<file path="src/rtl/outreg_pkg.sv">
package outreg_pkg;
  // Kind of write taken on the current edge
  typedef enum logic [1:0] {
    WR_NONE   = 2'd0,
    WR_DIRECT = 2'd1,
    WR_SETCLR = 2'd2,
    WR_KEYRST = 2'd3
  } wr_kind_t;

  localparam int unsigned DEF_ADDR_W   = 8;
  localparam int unsigned DEF_DATA_W   = 32;
  localparam int unsigned DEF_OUT_W    = 16;
  localparam logic [7:0]  DEF_OFS_DIR  = 8'h08;
  localparam logic [7:0]  DEF_OFS_SC   = 8'h0C;
  localparam logic [7:0]  DEF_OFS_KEY  = 8'h60;
endpackage

</file>
<file path="src/rtl/outreg_decode.sv">
module outreg_decode
  import outreg_pkg::*;
#(
  parameter int unsigned ADDR_W  = DEF_ADDR_W,
  parameter logic [ADDR_W-1:0] OFS_DIR = ADDR_W'(DEF_OFS_DIR),
  parameter logic [ADDR_W-1:0] OFS_SC  = ADDR_W'(DEF_OFS_SC),
  parameter logic [ADDR_W-1:0] OFS_KEY = ADDR_W'(DEF_OFS_KEY)
) (
  input  logic [ADDR_W-1:0] addr,
  input  logic              wr_en,
  input  logic              rd_en,
  output wr_kind_t          wr_kind,
  output logic              rd_direct
);
  always_comb begin
    wr_kind = WR_NONE;
    if (wr_en) begin
      if (addr == OFS_DIR)      wr_kind = WR_DIRECT;
      else if (addr == OFS_SC)  wr_kind = WR_SETCLR;
      else if (addr == OFS_KEY) wr_kind = WR_KEYRST;
    end
  end

  // Only the direct register is readable
  assign rd_direct = rd_en && (addr == OFS_DIR);
endmodule

</file>
<file path="src/rtl/outreg_bitcell.sv">
module outreg_bitcell
  import outreg_pkg::*;
(
  input  logic     clk,
  input  logic     rst_n,
  input  wr_kind_t wr_kind,
  input  logic     load_bit,
  input  logic     set_bit,
  input  logic     clr_bit,
  output logic     q
);
  logic q_nxt;

  always_comb begin
    q_nxt = q;
    unique case (wr_kind)
      WR_DIRECT: q_nxt = load_bit;
      WR_SETCLR: q_nxt = set_bit | (q & ~clr_bit);  // set wins
      WR_KEYRST: q_nxt = 1'b0;
      default:   q_nxt = q;
    endcase
  end

  always_ff @(posedge clk or negedge rst_n) begin
    if (!rst_n) q <= 1'b0;
    else        q <= q_nxt;
  end
endmodule

</file>
<file path="src/rtl/outreg_readmux.sv">
module outreg_readmux #(
  parameter int unsigned DATA_W = 32,
  parameter int unsigned OUT_W  = 16
) (
  input  logic              rd_direct,
  input  logic [OUT_W-1:0]  pattern,
  output logic [DATA_W-1:0] rdata
);
  localparam int unsigned PAD_W = DATA_W - OUT_W;

  always_comb begin
    rdata = '0;
    if (rd_direct) rdata = {{PAD_W{1'b0}}, pattern};
  end
endmodule

</file>
<file path="src/rtl/outreg_dual_path.sv">
module outreg_dual_path
  import outreg_pkg::*;
#(
  parameter int unsigned ADDR_W = DEF_ADDR_W,
  parameter int unsigned DATA_W = DEF_DATA_W,
  parameter int unsigned OUT_W  = DEF_OUT_W,
  parameter logic [ADDR_W-1:0] OFS_DIR = ADDR_W'(DEF_OFS_DIR),
  parameter logic [ADDR_W-1:0] OFS_SC  = ADDR_W'(DEF_OFS_SC),
  parameter logic [ADDR_W-1:0] OFS_KEY = ADDR_W'(DEF_OFS_KEY)
) (
  input  logic              clk,
  input  logic              rst_n,
  input  logic [ADDR_W-1:0] addr,
  input  logic              wr_en,
  input  logic              rd_en,
  input  logic [DATA_W-1:0] wdata,
  output logic [DATA_W-1:0] rdata,
  output logic [OUT_W-1:0]  out_pins
);
  // Clear field sits directly above the set field
  localparam int unsigned CLR_LSB = OUT_W;

  wr_kind_t         wr_kind;
  logic             rd_direct;
  logic [OUT_W-1:0] pattern;

  outreg_decode #(
    .ADDR_W(ADDR_W), .OFS_DIR(OFS_DIR), .OFS_SC(OFS_SC), .OFS_KEY(OFS_KEY)
  ) u_dec (
    .addr(addr), .wr_en(wr_en), .rd_en(rd_en),
    .wr_kind(wr_kind), .rd_direct(rd_direct)
  );

  for (genvar i = 0; i < OUT_W; i++) begin : g_bit
    outreg_bitcell u_cell (
      .clk(clk), .rst_n(rst_n), .wr_kind(wr_kind),
      .load_bit(wdata[i]), .set_bit(wdata[i]), .clr_bit(wdata[CLR_LSB+i]),
      .q(pattern[i])
    );
  end

  outreg_readmux #(.DATA_W(DATA_W), .OUT_W(OUT_W)) u_rmux (
    .rd_direct(rd_direct), .pattern(pattern), .rdata(rdata)
  );

  assign out_pins = pattern;
endmodule

</file>
<file path="config.mk">
export PLATFORM = sky130hd
export DESIGN_NAME = outreg_dual_path
export DESIGN_NICKNAME = d
export VERILOG_FILES = /design/src/rtl/outreg_pkg.sv /design/src/rtl/outreg_decode.sv /design/src/rtl/outreg_bitcell.sv /design/src/rtl/outreg_readmux.sv /design/src/rtl/outreg_dual_path.sv
export SDC_FILE = /design/constraint.sdc
export NUM_CORES = 1
export LEC_CHECK = 0
export CAP_MARGIN = 20
export CELL_PAD_IN_SITES_DETAIL_PLACEMENT = 1
export CELL_PAD_IN_SITES_GLOBAL_PLACEMENT = 1
export CORE_MARGIN = 1
export CORE_UTILIZATION = 25
export DETAILED_ROUTE_END_ITERATION = 8
export GPL_ROUTABILITY_DRIVEN = 0
export HOLD_SLACK_MARGIN = 0.15
export PLACE_DENSITY = 0.85
export SLEW_MARGIN = 20
export SYNTH_ARGS = -nofsm -noshare
export SYNTH_HDL_FRONTEND = slang
export SYNTH_SLANG_ARGS = --single-unit
</file>
<file path="constraint.sdc">
create_clock -name clk -period 3.4 [get_ports clk]
set_input_delay 0.51 -clock clk [delete_from_list [all_inputs] [get_ports clk]]
set_output_delay 0.51 -clock clk [all_outputs]
set_load 0.05 [all_outputs]
</file>
==> out/results.tsv, run 1 <==
metric	value	unit
postCtsSetupRepairBufs	0	
p_sw	319	µW
drc	0	
synth_xor_area_frac	0	
synth_top_area_cell	dfrtp_1	
p_comb_frac	0.448	
p_clk_frac	0.219	
synth_top_family_by_area	buffers and inverters	
core.rowCount	25	
hold_buffers	0	
min_period	2.68	ns
max_freq	373	MHz
die-area	5280	µm²
grt_antenna_before_repair	0	
hold_violations	0	
startpoint_type	input port	
clock-skew-final	0	ns
cp_max_fo	16	
numClockSinks	16	
start_util	0.262	
yosysWarningCount	0	
muxShareOfSynthArea	0	
dieHeight	72.6	µm
p_seq_frac	0.333	
drive_above_1_share	0.130	
p_leak	0.970	nW
grt_max_degree	19	
synth_cell_types	16	
final_antenna_net_count	0	
slew_headroom	0.484	
grt_pass1_wl	5950	µm
largest_register_ffs	16	
cts_htree_levels	1	
final_common_cell	clkdlybuf4s50_1	
synth_fa_ha_area_frac	0	
area_growth	69.8	%
worstHoldStart	g_bit[5].u_cell.q	
diodes	0	
synth_area	1250	µm²
grt_pass1_vias	1209	
yosys.area_share.simple	0.241	
rsz0062_at_grt	false	
grtUsageTotal	0.148	
netlist.area_leader.share	0.321	
cp-end-kind	output pin	
fin_crit_sh	0.789	
post_drt_via_cell_ratio	4.30	
maxCapViolCount	0	
yosys-top-cells-area	dfrtp_1, buf_4, and3b_1	
final-setup-viol-count	0	
total_power	775	µW
coreArea	4750	µm²
port_buffers	75	
path_class	in -> out	
drtIter0Drc	55	
largest-register	g_bit.u_cell.q	
status	complete, no violations	
power_density	366	nW/µm²
grt-ovfl-total	0	
syn_inst	141	
worstHoldPathType	reg -> reg	
cp.arrival	2.17	ns
switching_share	0.412	
cts_tree	built	
crit_required	2.89	ns
cts_resized	0	
synth-compound-area-share	0.169	
rr_startpoint	g_bit[7].u_cell.q	
insertion_delay	0.25	ns
syn_area_per_cell	8.85	µm²
clockBufferDepth	2	
crit_start	addr[6]	
synth_seq_area_share	0.321	
clk_pin_slew	0.07	ns
wl_per_cell	14.0	µm
drv_slew	0	
num_io_pins	92	
cts_root_buf	clkbuf_8	
reg.largest.list	g_bit.u_cell.q x16	
peakVddDrop	0.152	mV
hpwl	2860	µm
tightest_slew	0.772	ns
ys_ff_latch	16	
die_w	72.6	µm
wl	3730	µm
fin_tns_setup	0	ns
intPower	456	µW
n_fill_cell	551	
final_nets	245	
vias	1149	
cts_buffers	3	
drt_pass1_iterations	4	
-- cells in the mapped netlist --
master    number
buf_4         32
and2_1        16
and3b_1       16
dfrtp_1       16
inv_1         16
o211ai_1      16
o21ai_0       16
clkbuf_1       3
buf_2          2
nor4bb_1       2
and4b_2        1
buf_6          1
conb_1         1
nor3b_1        1
nor4_4         1
o211a_1        1
-- through the flow --
| step | hold WS (ns) | setup slack [ns] | instances | instance area (µm²) | utilization |
|---|---|---|---|---|---|
| floorplan | 0.214 | 1.10 | 156 | 1300 | - |
| CTS | 0.578 | 0.729 | 267 | 2120 | 0.446 |
| finish | 0.570 | 0.718 | 267 | 2120 | 0.446 |
| detailed placement | 0.564 | 0.723 | 263 | 2060 | 0.434 |
| global placement | 0.553 | 0.798 | 263 | 2060 | 0.434 |
| global route | 0.606 | 0.633 | 267 | 2120 | 0.446 |
-- area by class of cell --
cell class,count,area (µm²),share of cell area
Clock buffer,4,55.1,0.0260
Sequential cell,16,400,0.189
Tap cell,67,83.8,0.0396
Inverter,16,60.1,0.0284
Multi-Input combinational cell,86,586,0.276
Timing Repair Buffer,78,933,0.441
-- power groups by stage --
stage | combinational, mW | sequential, mW | clock (mW)
6_report | 0.347 | 0.258 | 0.170
5_1_grt | 0.364 | 0.264 | 0.184
4_1_cts | 0.349 | 0.259 | 0.178
3_5_place_dp | 0.349 | 0.263 | 0
3_3_place_gp | 0.341 | 0.259 | 0
2_1_floorplan | 0.276 | 0.250 | 0
-- layer usage --
metal	share of wire	global-route usage
met4	0.016	0.0545
met1	0.40	0.164
met3	0.038	0.0110
met2	0.55	0.292
met5	0	0
-- cells by family after synthesis --
family	count (synthesis)
flip-flops	16
buffers and inverters	54
other	1
AO/OA/AOI/OAI	33
AND/OR/NAND/NOR	37
-- path summary, 6_finish.rpt --
check | slack, ns | cells past startpoint | endpoint
max reg2reg | 2.39 | 3 | g_bit[7].u_cell.q
max in group asynchronous | 2.20 | 1 | g_bit[9].u_cell.q
min in group asynchronous | 0.71 | 1 | g_bit[12].u_cell.q
min reg2reg | 0.57 | 2 | g_bit[5].u_cell.q
max | 0.72 | 5 | rdata[2]
min | 0.57 | 2 | g_bit[5].u_cell.q
-- worst max-delay path: stages --
cell	delay, ns
clkdlybuf4s50_1	0.48
nor3b_1	0.33
and4b_2	0.47
and2_1	0.23
buf_12	0.15
(Power assumes the default switching activity.)
==> run 2, diff against run 1 <==
CORE_UTILIZATION = 23   (was 25)
PLACE_DENSITY = 0.8   (was 0.85)
clock period = 2.65 ns   (was 3.4 ns; I/O delays follow)
==> out/results.tsv, run 2 (synthesis results as in run 1) <==
metric	value	unit	change
status	complete, no violations		
maxCapViolCount	0		unchanged
postCtsSetupRepairBufs	0		unchanged
cts_buffers	3		unchanged
grt_max_degree	18		-1
coreArea	5170	µm²	+8.8%
grt_pass1_wl	6030	µm	+1.3%
worstHoldStart	g_bit[8].u_cell.q		
final-setup-viol-count	0		unchanged
intPower	585	µW	+28%
post_drt_via_cell_ratio	4.33		+0.52%
num_io_pins	92		unchanged
cp.arrival	2.03	ns	-0.14 ns
clk_pin_slew	0.07	ns	about the same
cp_cell_sequence	clkdlybuf4s50_1 -> nor3b_1 -> and4b_2 -> and2_1 -> buf_12		
drc	0		unchanged
p_clk_frac	0.221		+0.002
power_density	471	nW/µm²	+29%
crit_start	addr[6]		
peakVddDrop	0.237	mV	+56%
vias	1168		+1.7%
insertion_delay	0.25	ns	about the same
grt_pass1_vias	1168		-3.4%
crit_slowest_cell	clkdlybuf4s50_1		
core.rowCount	26		+4.0%
worstHoldPathType	reg -> reg		
reg.largest.list	g_bit.u_cell.q x16		
start_util	0.241		-0.0212
grt_antenna_before_repair	0		unchanged
cts_root_buf	clkbuf_8		
rr_startpoint	g_bit[7].u_cell.q		
max_stage_delay	0.48	ns	about the same
clock-skew-final	0	ns	unchanged
fin_crit_sh	0.918		
die-area	5720	µm²	+8.4%
hold_violations	0		unchanged
cp-end-kind	output pin		
cts_tree	built		
min_period	2.43	ns	
port_buffers	75		unchanged
n_fill_cell	566		+2.7%
wl	3880	µm	+3.9%
hpwl	2960	µm	+3.5%
fin_tns_setup	0	ns	unchanged
p_seq_frac	0.334		about the same
final_common_cell	clkdlybuf4s50_1		
grt-ovfl-total	0		unchanged
cts_resized	0		unchanged
drtIter0Drc	34		-38%
drive_above_1_share	0.130		unchanged
path_class	in -> out		
switching_share	0.414		+0.00224
holdWs	0.570	ns	-0.000740 ns
drt_pass1_iterations	3		-1
startpoint_type	input port		
die_w	75.6	µm	+4.1%
rsz0062_at_grt	false		
dieHeight	75.6	µm	+4.1%
drv_slew	0		unchanged
hold_buffers	0		unchanged
max_freq	411	MHz	
largest_register_ffs	16		unchanged
wl_per_cell	14.4	µm	+2.8%
grtUsageTotal	0.143		-0.00534
cts_htree_levels	1		unchanged
numClockSinks	16		unchanged
cp_max_fo	16		unchanged
final_nets	245		unchanged
area_growth	70.1	%	
final_antenna_net_count	0		unchanged
diodes	0		unchanged
p_comb_frac	0.446		-0.002
largest-register	g_bit.u_cell.q		
clockBufferDepth	2		unchanged
tightest_slew	0.787	ns	+0.0149 ns
p_leak	0.970	nW	unchanged
crit_required	2.25	ns	-0.64 ns
p_sw	413	µW	+30%
slew_headroom	0.474		-0.00994
==> run 2: cell counts in the layout (fill, tap and decap cells not counted) <==
No cell type changed its count.
==> run 2: worst max-delay path: cells and delay by family <==
family / cells / cell delay (ns)
AND/OR/NAND/NOR: 3 / 1.00
buffers and inverters: 2 / 0.63
==> run 2: per-layer routing <==
metal | vias to the layer above | track usage | part of all wire | routed length (µm)
li1 | 546 | - | - | -
met1 | 575 | 0.171 | 0.41 | 1570
met2 | 45 | 0.276 | 0.55 | 2120
met3 | 2 | 0.0119 | 0.039 | 153
met4 | 0 | 0.0309 | 0.0070 | 27
met5 | - | 0 | 0 | 0
==> run 2: stage by stage <==
step,setup WS [ns],util,power [mW],cells,cell area (µm²)
6_report,0.218,0.410,0.998,270,2120
4_1_cts,0.193,0.410,1.01,270,2120
3_5_place_dp,0.198,0.400,0.787,266,2070
5_1_grt,0.131,0.410,1.05,270,2120
2_1_floorplan,0.576,-,0.675,156,1300
3_3_place_gp,0.244,0.400,0.774,266,2070
==> run 2: path summary, 6_finish.rpt <==
check,end,slack [ns],depth (start not counted)
worst max-delay path,rdata[11],0.22,5
worst min-delay path,g_bit[8].u_cell.q,0.57,2
worst max register to register,g_bit[7].u_cell.q,1.58,3
worst min register to register,g_bit[8].u_cell.q,0.57,2
max in group asynchronous,g_bit[9].u_cell.q,1.55,1
min in group asynchronous,g_bit[1].u_cell.q,0.60,1
==> run 2: area by class of cell <==
cell class / instances / area, µm² / area share
clock buffer: 4 / 55.1 / 0.0259
inverter: 16 / 60.1 / 0.0283
multi-input combinational: 86 / 586 / 0.276
sequential: 16 / 400 / 0.189
tap: 70 / 87.6 / 0.0413
timing repair buffer: 78 / 933 / 0.440
==> run 2: power by group through the flow <==
stage                     Combinational, mW  Sequential (mW)  Clock [mW]
after global placement                0.439            0.334           0
final                                 0.445            0.333       0.220
after detailed placement              0.448            0.339           0
after global routing                  0.470            0.343       0.241
after CTS                             0.449            0.334       0.228
after floorplan                       0.354            0.321           0
